`config.mk`:
```
export PLATFORM = sky130hd
export DESIGN_NAME = dma_burst_requester
export DESIGN_NICKNAME = d
export VERILOG_FILES = /design/src/rtl/dmareq_pkg.sv /design/src/rtl/drq_fifo.sv /design/src/rtl/drq_mark.sv /design/src/rtl/drq_ctrl.sv /design/src/rtl/dma_burst_requester.sv
export SDC_FILE = /design/constraint.sdc
export NUM_CORES = 1
export LEC_CHECK = 0
export ABC_AREA = 1
export BUFFER_PORTS_ARGS = -buffer_cell sky130_fd_sc_hd__buf_4
export CAP_MARGIN = 20
export CORE_MARGIN = 5
export CORE_UTILIZATION = 50
export DETAILED_ROUTE_END_ITERATION = 6
export GPL_TIMING_DRIVEN = 0
export PLACE_DENSITY = 0.67
export SLEW_MARGIN = 20
export SYNTH_ARGS = -nofsm -noshare
export SYNTH_HDL_FRONTEND = slang
export SYNTH_SLANG_ARGS = --single-unit
```
`constraint.sdc`:
```
create_clock -name clk -period 3.6 [get_ports clk]
set_input_delay 0.9 -clock clk [delete_from_list [all_inputs] [get_ports clk]]
set_output_delay 0.9 -clock clk [all_outputs]
set_load 0.02 [all_outputs]
```
`src/rtl/dmareq_pkg.sv`:
```
package dmareq_pkg;

  typedef enum logic [1:0] {
    RQ_IDLE   = 2'd0,
    RQ_ACTIVE = 2'd1,
    RQ_REST   = 2'd2
  } rq_state_e;

endpackage

```
`src/rtl/drq_fifo.sv`:
```
module drq_fifo #(
  parameter int DW    = 8,
  parameter int DEPTH = 16,
  parameter int CW    = $clog2(DEPTH + 1)
) (
  input  logic          clk,
  input  logic          rst_n,
  input  logic          push_req,
  input  logic [DW-1:0] din,
  input  logic          pop_req,
  output logic [CW-1:0] count,
  output logic [CW-1:0] cnt_nx,
  output logic          valid,
  output logic [DW-1:0] dout,
  output logic          underrun
);

  localparam int AW = (DEPTH > 1) ? $clog2(DEPTH) : 1;
  localparam logic [AW-1:0] LASTP = AW'(DEPTH - 1);
  localparam logic [CW-1:0] FULLC = CW'(DEPTH);

  logic [DW-1:0] mem [DEPTH];
  logic [AW-1:0] wptr, rptr;
  logic [DW-1:0] last_q;
  logic          full, empty, do_push, do_pop;

  assign full    = (count == FULLC);
  assign empty   = (count == '0);
  assign do_push = push_req && !full;
  assign do_pop  = pop_req && !empty;

  always_comb begin
    cnt_nx = count;
    case ({do_push, do_pop})
      2'b10:   cnt_nx = count + CW'(1);
      2'b01:   cnt_nx = count - CW'(1);
      default: cnt_nx = count;
    endcase
  end

  always_ff @(posedge clk) begin
    if (do_push) mem[wptr] <= din;
  end

  always_ff @(posedge clk or negedge rst_n) begin
    if (!rst_n) begin
      wptr     <= '0;
      rptr     <= '0;
      count    <= '0;
      last_q   <= '0;
      underrun <= 1'b0;
    end else begin
      count <= cnt_nx;
      if (do_push) wptr <= (wptr == LASTP) ? '0 : wptr + AW'(1);
      if (do_pop) begin
        rptr   <= (rptr == LASTP) ? '0 : rptr + AW'(1);
        last_q <= mem[rptr];
      end
      if (pop_req && empty) underrun <= 1'b1;
    end
  end

  assign valid = !empty;
  assign dout  = empty ? last_q : mem[rptr];

  // an accepted write alone raises the occupancy by one
  p_count_step_r2: assert property (@(posedge clk) disable iff (!rst_n)
    (push_req && !full && !pop_req) |=> (count == $past(count) + CW'(1)));

  // a write into a full buffer leaves it full
  p_drop_full_r2: assert property (@(posedge clk) disable iff (!rst_n)
    (full && push_req && !pop_req) |=> (count == FULLC));

  // back-pressure holds the head sample
  p_hold_head_r6: assert property (@(posedge clk) disable iff (!rst_n)
    (valid && !pop_req) |=> (valid && $stable(dout)));

  // a read from empty repeats the last sample and flags underrun
  p_empty_read_r7: assert property (@(posedge clk) disable iff (!rst_n)
    (empty && pop_req && !push_req) |=> (underrun && $stable(dout)));

endmodule

```
`src/rtl/drq_mark.sv`:
```
module drq_mark #(
  parameter int DEPTH = 16,
  parameter int CW    = $clog2(DEPTH + 1)
) (
  input  logic [CW-1:0] lo_mark,
  output logic [CW-1:0] mark_eff
);

  localparam logic [CW-1:0] MARK_MAX = CW'(DEPTH - 2);

  assign mark_eff = (lo_mark > MARK_MAX) ? MARK_MAX : lo_mark;

endmodule

```
`src/rtl/drq_ctrl.sv`:
```
module drq_ctrl
  import dmareq_pkg::*;
#(
  parameter int DEPTH     = 16,
  parameter int MAX_BURST = 15,
  parameter int CW        = $clog2(DEPTH + 1)
) (
  input  logic          clk,
  input  logic          rst_n,
  input  logic [CW-1:0] count,
  input  logic [CW-1:0] cnt_nx,
  input  logic [CW-1:0] mark_eff,
  input  logic          dack,
  input  logic          wr_ack,
  output logic          dreq
);

  localparam int BW = $clog2(MAX_BURST + 1) + 1;
  localparam logic [CW-1:0] STOP = CW'(DEPTH - 1);
  localparam logic [BW-1:0] BCAP = BW'(MAX_BURST);

  rq_state_e     state_q, state_nx;
  logic [BW-1:0] burst_q, burst_nx;

  always_comb begin
    if (state_q == RQ_ACTIVE && dack) burst_nx = burst_q + BW'(wr_ack);
    else                              burst_nx = '0;
  end

  always_comb begin
    state_nx = state_q;
    unique case (state_q)
      RQ_IDLE: begin
        if (cnt_nx <= mark_eff) state_nx = RQ_ACTIVE;
      end
      RQ_ACTIVE: begin
        if (cnt_nx >= STOP)         state_nx = RQ_IDLE;
        else if (burst_nx >= BCAP)  state_nx = RQ_REST;
      end
      RQ_REST: begin
        if (!dack) state_nx = (cnt_nx >= STOP) ? RQ_IDLE : RQ_ACTIVE;
      end
      default: state_nx = RQ_IDLE;
    endcase
  end

  always_ff @(posedge clk or negedge rst_n) begin
    if (!rst_n) begin
      state_q <= RQ_IDLE;
      burst_q <= '0;
    end else begin
      state_q <= state_nx;
      burst_q <= burst_nx;
    end
  end

  assign dreq = (state_q == RQ_ACTIVE);

  // a request started from idle only at or below the low mark
  p_rise_mark_r1: assert property (@(posedge clk) disable iff (!rst_n)
    (state_q == RQ_ACTIVE && $past(state_q) == RQ_IDLE) |-> (count <= mark_eff));

  // a released bus below the stop level keeps the request up
  p_single_keep_r4: assert property (@(posedge clk) disable iff (!rst_n)
    (dreq && !dack && cnt_nx < STOP) |=> dreq);

  // while resting with the bus still held, no request
  p_rest_hold_r5: assert property (@(posedge clk) disable iff (!rst_n)
    (state_q == RQ_REST && dack) |=> !dreq);

endmodule

```
`src/rtl/dma_burst_requester.sv`:
```
module dma_burst_requester #(
  parameter int DW        = 8,
  parameter int DEPTH     = 16,
  parameter int MAX_BURST = 15,
  localparam int CW       = $clog2(DEPTH + 1)
) (
  input  logic          clk,
  input  logic          rst_n,
  input  logic [CW-1:0] lo_mark,
  output logic          dreq,
  input  logic          dack,
  input  logic          io_wr,
  input  logic [DW-1:0] io_data,
  output logic          smp_valid,
  input  logic          smp_ready,
  output logic [DW-1:0] smp_data,
  output logic          underrun
);

  localparam int RW = $clog2(MAX_BURST + 2) + 1;

  logic          wr_ack;
  logic [CW-1:0] count, cnt_nx, mark_eff;

  assign wr_ack = io_wr && dack;

  drq_fifo #(.DW(DW), .DEPTH(DEPTH), .CW(CW)) u_fifo (
    .clk      (clk),
    .rst_n    (rst_n),
    .push_req (wr_ack),
    .din      (io_data),
    .pop_req  (smp_ready),
    .count    (count),
    .cnt_nx   (cnt_nx),
    .valid    (smp_valid),
    .dout     (smp_data),
    .underrun (underrun)
  );

  drq_mark #(.DEPTH(DEPTH), .CW(CW)) u_mark (
    .lo_mark  (lo_mark),
    .mark_eff (mark_eff)
  );

  drq_ctrl #(.DEPTH(DEPTH), .MAX_BURST(MAX_BURST), .CW(CW)) u_ctrl (
    .clk      (clk),
    .rst_n    (rst_n),
    .count    (count),
    .cnt_nx   (cnt_nx),
    .mark_eff (mark_eff),
    .dack     (dack),
    .wr_ack   (wr_ack),
    .dreq     (dreq)
  );

  // never requesting with the buffer at or above the stop level
  p_stop_level_r3: assert property (@(posedge clk) disable iff (!rst_n)
    (count >= CW'(DEPTH - 1)) |-> !dreq);

  // run of acknowledged writes during one request never exceeds the cap
  logic [RW-1:0] run_q;
  always_ff @(posedge clk or negedge rst_n) begin
    if (!rst_n)               run_q <= '0;
    else if (!dack || !dreq)  run_q <= '0;
    else if (io_wr)           run_q <= run_q + RW'(1);
  end

  p_burst_cap_r5: assert property (@(posedge clk) disable iff (!rst_n)
    run_q <= RW'(MAX_BURST));

endmodule

```
# Word level (Yosys, flattened, before mapping)
# Memories as Yosys holds them, arrays and structs flattened.
# Index checks and enable logic that the tools add are counted.
[word_totals]
reg_bits = 29
ram_bits = 128
inputBits = 18
out_inout_bits = 11
elab_cells = 51
memories = 1
[mem_list]
columns = ["name", "depth", "width", "rd", "rd_ports_with_merged_regs", "wr", "line", "rtl"]
rows = [
  ["u_fifo.mem", 16, 8, 1, 0, 1, "drq_fifo.sv:22", "logic [DW-1:0] mem [DEPTH];"],
]
[classes]
addsub = 5
n_lt_le_gt_ge = 4
eq_ne = 10
mux = 14
reduce_logical = 10
[ops]
columns = ["op", "count"]
rows = [
  ["$ge 5x4->1 const B", 2],
  ["$mux 5", 2],
  ["$pmux 5 s2", 1],
  ["$add 4x1->4 const B", 2],
  ["$eq 4x4->1 const B", 2],
  ["$mux 2", 4],
  ["$mux 4", 2],
  ["$mux 8", 1],
  ["$pmux 2 s3", 1],
  ["$add 5x1->5", 1],
  ["$add 5x1->5 const B", 1],
  ["$eq 5x5->1 const B", 1],
  ["$gt 5x4->1 const B", 1],
  ["$le 5x5->1", 1],
  ["$logic_and 1x1->1", 5],
  ["$logic_not 5->1", 1],
  ["$sub 5x1->5 const B", 1],
  ["$eq 2x1->1 const B", 2],
  ["$eq 2x2->1 const B", 2],
  ["$mux 1", 3],
  ["$ne 3x1->1 const B", 1],
  ["$reduce_and 3->1", 1],
  ["$logic_not 1->1", 2],
  ["$logic_not 2->1", 1],
  ["2 further kinds", 2],
]

# Depth between registers and ports, before layout
# Gate-level depths: netlist (run 1).
[logic_depth]
depth_word = 9
mapped_depth = 24
depth_no_buf = 24

# Hierarchy
# Synthesis (run 1) repeated with hierarchy kept, for this count alone.
[unflattened]
cells_unflattened = 630
hier_area_um2 = 6985.4
[by_module_without_submodules]
columns = ["module", "instances", "cells_per_inst", "area_each_um2", "seq_area_each_um2"]
rows = [
  ["drq_fifo", 1, 532, 6352.3, 4394.2],
  ["drq_ctrl", 1, 82, 560.5, 175.2],
  ["drq_mark", 1, 14, 65.1, 0.0],
  ["dma_burst_requester", 1, 2, 7.5, 0.0],
]

# Worst setup path after synthesis (run 1)
# OpenSTA, ideal clock, no wires.
[synth_timing]
path_type = "input -> register"
from = "input dack"
to = "register u_ctrl.state_q[0]"
setup_ps = 119
arrival_time_ps = 3228
required_time_ps = 3481
path_slack_ps = 253
stages = 23
n_path_buf = 0
cell_sequence = "nand2_1 > clkinv_8 > nand2_4 > nand2_8 > nand2_1 > nand2_1 > ha_1 > a21oi_1 > inv_1 > nand3_2 > nand2_1 > nand2_1 > nand2_2 > a21oi_4 > inv_1 > ha_1 > nand2_1 > o21ai_0 > a21oi_1 > a2111oi_0 > a31oi_1 > inv_1 > a21oi_2"
[synth_between]
elab_chain_cells = 8
elab_cells_between_ends = 19
cone_classes = "add/sub: 1; order compare: 3; eq/ne: 5; mux: 6; reduce/logical: 4"
[synth_lines]
columns = ["item", "line", "rtl"]
rows = [
  ["start: declaration", "dma_burst_requester.sv:11", "input logic dack,"],
  ["$logic_and 1x1->1 (*)", "dma_burst_requester.sv:25", "assign wr_ack = io_wr && dack;"],
  ["$logic_and 1x1->1 (*)", "drq_fifo.sv:29", "assign do_push = push_req && !full;"],
  ["$eq 2x1->1 / $eq 2x2->1 (equally long branches)", "drq_fifo.sv:34", "case ({do_push, do_pop})"],
  ["$pmux 5 s2 (*)", "drq_fifo.sv:34", ""],
  ["named net cnt_nx[4]", "dma_burst_requester.sv:23", "logic [CW-1:0] count, cnt_nx, mark_eff;"],
  ["$ge 5x4->1", "drq_ctrl.sv:37, drq_ctrl.sv:41", ""],
  ["$mux 1", "drq_ctrl.sv:41", "if (!dack) state_nx = (cnt_nx >= STOP) ? RQ_IDLE : RQ_ACTIVE;"],
  ["$mux 2", "drq_ctrl.sv:41", ""],
  ["$pmux 2 s3", "drq_ctrl.sv:32", "unique case (state_q)"],
  ["end signal: assignment", "drq_ctrl.sv:52", "state_q <= state_nx;"],
  ["end: declaration", "drq_ctrl.sv:22", "rq_state_e state_q, state_nx;"],
]
# The timed path passes the listed nets; every way through them passes the cells marked *. The select of a mux whose other input is x is not followed.
# A chain may end at the register's enable or synchronous reset.

# Worst setup path after layout (run 1)
[layout_timing]
from = "register u_fifo.rptr[0]"
to = "output smp_data[5]"
[layout_between]
elab_chain_cells = 2
[layout_lines]
columns = ["item", "line", "rtl"]
rows = [
  ["start: declaration", "drq_fifo.sv:23", "logic [AW-1:0] wptr, rptr;"],
  ["start signal: assignment", "drq_fifo.sv:56", "rptr <= (rptr == LASTP) ? '0 : rptr + AW'(1);"],
  ["$mem_v2 16x8", "--", ""],
  ["$mux 8", "drq_fifo.sv:64", "assign dout = empty ? last_q : mem[rptr];"],
  ["end: declaration", "dma_burst_requester.sv:16", "output logic [DW-1:0] smp_data,"],
]
# No other way between the ends.

==> results.tsv, run 1 <==
stage	metric	value	unit
grt	grt_pass1_wl	23890	um
sta	timing_hold_violations_final	0	
grt	antenna_found_initial	0	
sta	period_needed	3.435	ns
floorplan	die-area	16170	um2
layout	final_common_cell	edfxtp_1	
route	drtPass1Iterations	7	
grt	grt_usage	19.74	%
layout	area_growth	15.77	%
worst_setup_path	path_cells	buf_2 -> buf_2 -> nor2_1 -> o32ai_1 -> nand2_1 -> nand3_1 -> nand2_1 -> o21ai_0 -> buf_4	
floorplan	core_area	13350	um2
clock_tree	clkSinkCount	157	
worst_setup_path	arrival	2.54	ns
yosys	synthArstFlopShare	18.47	%
layout	nNetsFinal	669	
yosys	syn-num-nets	621	
clock_tree	hold_buffers	0	
sta	finClkSkew	0.007284	ns
worst_setup_path	slowest_stage	o32ai_1	
worst_setup_path	worst-path-buf-inv	3	
worst_setup_path	required	2.70	ns
worst_setup_path	crit_type	flop to output pin	
layout	fin_util	59.52	%
worst_setup_path	r2r_setup_slack	0.28	ns
floorplan	io_pins	29	
clock_tree	root_buffer	clkbuf_16	
clock_tree	clk_latency	0.43	ns
route	wire_per_inst	18.92	um
route	vias	4600	
worst_setup_path	startpoint_type	flop	
worst_setup_path	critical_path.max_fanout	10	
worst_setup_path	critPathMaxStageDelay	0.47	ns
worst_setup_path	crit_family	buffers and inverters	
route	via_per_inst	5.569	
worst_hold_path	hold_class	primary input to asynchronous set/reset pin	
yosys	ys_warn_count	0	
clock_tree	cts_tree	built	
route	drc_errors	0	
floorplan	initial_utilization	51.42	%
sta	drv_slew	0	
route	wirelength	15630	um
yosys	seq_area_frac_synth	66.58	%
placed_design	hpwl	10400	um
floorplan	die-height	127.2	um
clock_tree	clkTransAtPathRegs	0.06	ns
pwr	vdd_ir_drop_max	0.4032	mV
yosys	postSynthCellCount	589	
placed_design	port_buffers	28	
sta	finalSetupViolCount	0	
sta	fmax	0.2911	GHz
grt	grt_pass1_vias	4411	
yosys	syn-mean-instance-area	11.65	um2
layout	finalInstanceArea	7945	um2
layout	final_cell_mix	128 x edfxtp_1, 98 x nor2_1, 78 x nand2_1, 57 x o21ai_0, 38 x inv_1	
pwr	p_leak	0.003025	uW
placed_design	postPlaceCellArea	7293	um2
layout	n_antenna_cell	0	
yosys	synthesis.area	6863	um2
job	cap_violations	0	
layout	drive_gt1_share	15.54	%
yosys	synth_seq_cells	157	
worst_setup_path	end_kind	output pin	
clock_tree	cts.path.max_buffers	2	
pwr	powerDensity	820.6	nW/um2
placed_design	routabilityCongestion	0.8268	
grt	grt.overflow.total	0	
sta	max-slew-margin-rel	44.26	%
run_status	status	complete, no violations	
yosys	post_synth_num_cell_types	40	
placed_design	dp.cells	793	
grt	grt_max_degree	30	
sta	worst_pin_slew	0.8330	ns
route	detail_route.iter0.violations	579	
yosys	synth_ff_type	edfxtp_1	
sta	min_period_over_period	95.43	%
layout	instances_no_fill	826	
route	ant_nets	0	
clock_tree	h-tree-depth	4	
floorplan	num_rows	42	
clock_tree	cts_made_buffers	17	
yosys	synth_edf_count	128	
floorplan	die_w	127.2	um
## metal layers
| metal | track usage, % | vias up | routed length [um] |
|---|---|---|---|
| met5 | 0 | - | 0 |
| met4 | 6.877 | 0 | 315 |
| met3 | 5.217 | 31 | 954 |
| met2 | 32.29 | 154 | 7790 |
| met1 | 25.69 | 2226 | 6571 |
| li1 | - | 2189 | - |
## stage by stage
step            TNS (ns)  total power (uW)  setup slack [ns]  hold slack [ns]
2_1_floorplan          0              3862            0.2530           0.4721
3_3_place_gp     -0.2370              4609           -0.1222           0.4607
3_5_place_dp     -0.4577              4677           -0.2391           0.4689
4_1_cts                0              6490          0.004431           0.4083
5_1_grt        -0.004770              6877         -0.004770           0.4263
6_report               0              6520            0.1646           0.3983
## state kept, by name, summed over array words and instances, names as in the netlist
signal / flops
u_ctrl.burst_q: 5
u_fifo.count: 5
u_fifo.mem: 128
u_fifo.last_q: 8
u_fifo.wptr: 4
u_ctrl.state_q: 2
u_fifo.rptr: 4
u_fifo.underrun: 1
## logic make-up after synthesis
family | after synthesis | synth area share, %
AND/OR/NAND/NOR | 226 | 14.28
AO/OA/AOI/OAI | 106 | 10.03
buffers and inverters | 67 | 3.974
adder cells (fa/ha/maj) | 14 | 2.552
flip-flops | 157 | 66.58
XOR/XNOR | 5 | 0.6381
multiplexers | 13 | 1.896
other | 1 | 0.05464
## cell type report
class	instances	area, um2
Sequential cell	157	4572
Buffer	24	110.1
Fill cell	1080	5403
Timing Repair Buffer	29	217.7
Inverter	43	178.9
Multi-Input combinational cell	365	2044
Clock buffer	20	456.7
Tap cell	176	220.2
Clock inverter	12	145.1
## worst register-to-register path, stage by stage, from the launching register on
cell	delay [ns]
dfrtp_2	0.45
nor2_4	0.15
nand3_1	0.15
nand2_4	0.19
nand2_8	0.08
nand2_1	0.07
nand2_1	0.09
ha_1	0.19
a21oi_1	0.15
inv_1	0.09
nand3_2	0.09
nand2_1	0.06
nand2_1	0.07
nand2_2	0.07
a21oi_4	0.17
inv_1	0.09
ha_1	0.30
nand2_1	0.06
o21ai_0	0.16
a21oi_1	0.06
a2111oi_1	0.25
a31oi_1	0.10
a21oi_1	0.16
## cells in the mapped netlist, drive strengths merged, types with 2 or more instances
cell type / number / area (um2)
clkbuf: 20 / 75.07
o32ai: 19 / 166.4
buf: 4 / 18.76
clkinv: 2 / 20.02
edfxtp: 128 / 3844
a21oi: 9 / 63.82
mux2i: 13 / 130.1
o21ai: 58 / 290.3
o211ai: 3 / 22.52
inv: 41 / 158.9
dfrtp: 29 / 725.7
xor2: 5 / 43.79
ha: 14 / 175.2
nor2: 100 / 380.4
nand3: 34 / 192.7
o221ai: 13 / 113.9
nand2: 86 / 364.1
nand4: 2 / 12.51
## what timing repair did
action | 4_1_cts | 5_1_grt
resized for setup | 2 | 28
pin swaps | 0 | 1
setup endpoints to repair | 4 | 10
setup buffers | 0 | 1
cloned | 0 | 0
## power by group
part | internal, uW | leakage, uW | switching, uW
registers | 2170 | 0.00151 | 135
logic | 807 | 0.00123 | 1590
clock network | 1120 | 0.000288 | 699
## path summary, 6_finish.rpt
check                                 from                 to  depth (start not counted)
setup reg to reg           u_fifo.count[0]  u_ctrl.state_q[1]                         22
max in group asynchronous            rst_n    u_fifo.count[2]                          1
min in group clk           u_fifo.underrun    u_fifo.underrun                          1
setup / recovery            u_fifo.rptr[0]        smp_data[5]                          9
hold / removal                       rst_n   u_fifo.last_q[4]                          1
hold reg to reg            u_fifo.underrun    u_fifo.underrun                          1
No activity file was read; power rests on OpenSTA's default activity.
==> run 2: changes to the inputs <==
Settings changed: SLEW_MARGIN 20 to not set, SYNTH_HIERARCHICAL set to 1.
==> results.tsv, run 2 <==
stage	metric	value	unit
sta	timing_hold_violations_final	0	
sta	finalSetupViolCount	0	
floorplan	io_pins	29	
sta	rsz0062_at_grt	false	
sta	finClkSkew	0.009611	ns
clock_tree	cts.path.max_buffers	2	
sta	tns	0	ns
grt	grt_max_degree	30	
yosys	netlist.area_leader.share	55.02	%
job	cap_violations	0	
placed_design	hpwl	10640	um
yosys	post_synth_num_cell_types	40	
run_status	violations	DRC	
yosys	yosysTopAreaCell	edfxtp_1	
yosys	seq_area_frac_synth	65.41	%
grt	grt_pass1_wl	25370	um
worst_setup_path	required	2.70	ns
layout	nNetsFinal	709	
sta	drv_slew	0	
worst_hold_path	hold_class	primary input to asynchronous set/reset pin	
clock_tree	clkTransAtPathRegs	0.06	ns
yosys	synth_most_common_cell	edfxtp_1	
sta	period_needed	3.447	ns
yosys	synth_edf_count	128	
layout	top_register	u_fifo/mem	
yosys	synthesis.area	6985	um2
route	drc_errors	1	
sta	min_period_over_period	95.76	%
clock_tree	cts_tree	built	
floorplan	core_area	13770	um2
yosys	synth_ff_type	edfxtp_1	
yosys	synth_seq_cells	157	
clock_tree	clkSinkCount	157	
clock_tree	cts_made_buffers	17	
pwr	vdd_ir_drop_max	0.4609	mV
layout	n_antenna_cell	0	
pwr	powerDensity	827.1	nW/um2
clock_tree	h-tree-depth	4	
sta	worst_pin_slew	0.9883	ns
clock_tree	root_buffer	clkbuf_16	
route	drtPass1Iterations	7	
grt	grt_usage	20.74	%
grt	antenna_found_initial	0	
pwr	p_leak	0.003065	uW
route	detail_route.iter0.violations	471	
grt	grt_pass1_vias	4771	
yosys	ys_warn_count	6	
worst_setup_path	crit_type	flop to output pin	
placed_design	port_buffers	28	
floorplan	num_rows	43	
yosys	synthTopCellsByCount	128 x edfxtp_1, 92 x nor2_1, 82 x nand2_1	
floorplan	die-area	16440	um2
layout	final_common_cell	edfxtp_1	
route	wirelength	16210	um
grt	grt.overflow.total	0	
floorplan	die-height	128.2	um
sta	holdWs	0.4063	ns
layout	largest_reg_flops	128	
sta	max-slew-margin-rel	33.87	%
layout	fill_cells	1183	
floorplan	initial_utilization	50.72	%
yosys	postSynthCellCount	630	
worst_setup_path	end_kind	output pin	
floorplan	die_w	128.2	um
layout	final_cell_mix	128 x edfxtp_1, 92 x nor2_1, 82 x nand2_1, 58 x o21ai_0, 49 x inv_1	
clock_tree	hold_buffers	0	
yosys	synthArstFlopShare	18.47	%
yosys	syn-mean-instance-area	11.09	um2
run_status	status	finished with violations	
layout	largestRegisters	u_fifo/mem (128), u_fifo/last_q (8)	
sta	fmax	0.2901	GHz
route	ant_nets	0	
route	vias	4886	
layout	drive_gt1_share	15.36	%
yosys	syn-num-nets	662	
worst_setup_path	startpoint_type	flop	
worst_setup_path	critical_path.max_fanout	10	
placed_design	routabilityCongestion	0.8559	
yosys	post_synth_main_area_contributors	edfxtp_1 55%, dfrtp_1 10%, nor2_1 4.9%	
worst_setup_path	arrival	2.55	ns
clock_tree	clk_latency	0.42	ns
route	via_per_inst	5.616	
route	wire_per_inst	18.64	um
layout	area_growth	14.56	%
[run 2: changes by cell type after synthesis, moves of 11 or more]
cell and change:
clkbuf_1 -12, inv_1 +11, mux2i_1 -13, o21ai_1 +30, o22ai_1 +18, o32ai_1 -19
[run 2: repair_timing]
item	in CTS	in global routing
endpoints found under the setup margin	0	2
buffers inserted	0	0
hold endpoints to repair	0	0
resized for setup	0	2
[run 2: worst max-delay path, cell delays in order (launching register included)]
cell      delay (ns)
dfrtp_1         0.34
buf_2           0.21
clkbuf_1        0.38
o21ai_0         0.16
o221ai_1        0.34
nand3_1         0.22
nand3_1         0.17
nand2_1         0.06
o21ai_1         0.07
buf_4           0.16
[run 2: final timing paths]
kind,startpoint,to,slack (ns),depth (start not counted)
worst max-delay path,u_fifo/rptr[1],smp_data[4],0.15,9
min in group clk,u_fifo/underrun,u_fifo/underrun,0.50,1
worst min register to register,u_fifo/underrun,u_fifo/underrun,0.50,1
worst max register to register,u_fifo/count[0],u_ctrl/state_q[1],0.41,21
max in group asynchronous,rst_n,u_ctrl/state_q[1],2.89,1
worst min-delay path,rst_n,u_fifo/last_q[7],0.41,1
[run 2: through the flow]
stage          instances  worst slack (ns)  total power, uW  util (%)  area (um2)
6_report             870            0.1526             6619     58.10        8003
3_5_place_dp         838            0.2102             4874     53.88        7421
4_1_cts              870            0.1869             6627     58.09        8001
5_1_grt              870           0.01321             7006     58.10        8003
2_1_floorplan        630            0.6907             4025         -        6985
3_3_place_gp         838            0.3182             4811     53.88        7421
[run 2: layer usage]
layer | up-vias | track usage, % | wire length, um
li1 | 2293 | - | -
met1 | 2379 | 26.64 | 6582
met2 | 181 | 34.39 | 8106
met3 | 33 | 4.250 | 1120
met4 | 0 | 8.552 | 403
met5 | - | 0 | 0
[run 2: power breakdown]
group          switching, uW  internal (uW)
sequential               120           2170
clock                    666           1070
combinational           1730            861
total                   2520           4100
[run 2: area by class of cell]
type                            instances  area (um2)  share of cell area (%)
Sequential cell                       157        4569                   57.10
Timing Repair Buffer                   28       210.2                   2.627
Inverter                               56       212.7                   2.658
Tap cell                              180       225.2                   2.814
Clock buffer                           18       429.2                   5.363
Clock inverter                         14       151.4                   1.892
Multi-Input combinational cell        390        2047                   25.58
Buffer                                 27       157.7                   1.970
[run 2: cell families after synthesis]
kind of cell,synth area share [%]
AOI/OAI and AO/OA,10.73
xor gates and xnor gates,0.6269
DFF,65.41
buffers and inverters,5.284
other,0.05368
adders and majority gates,2.508
and+or+nand+nor,15.39
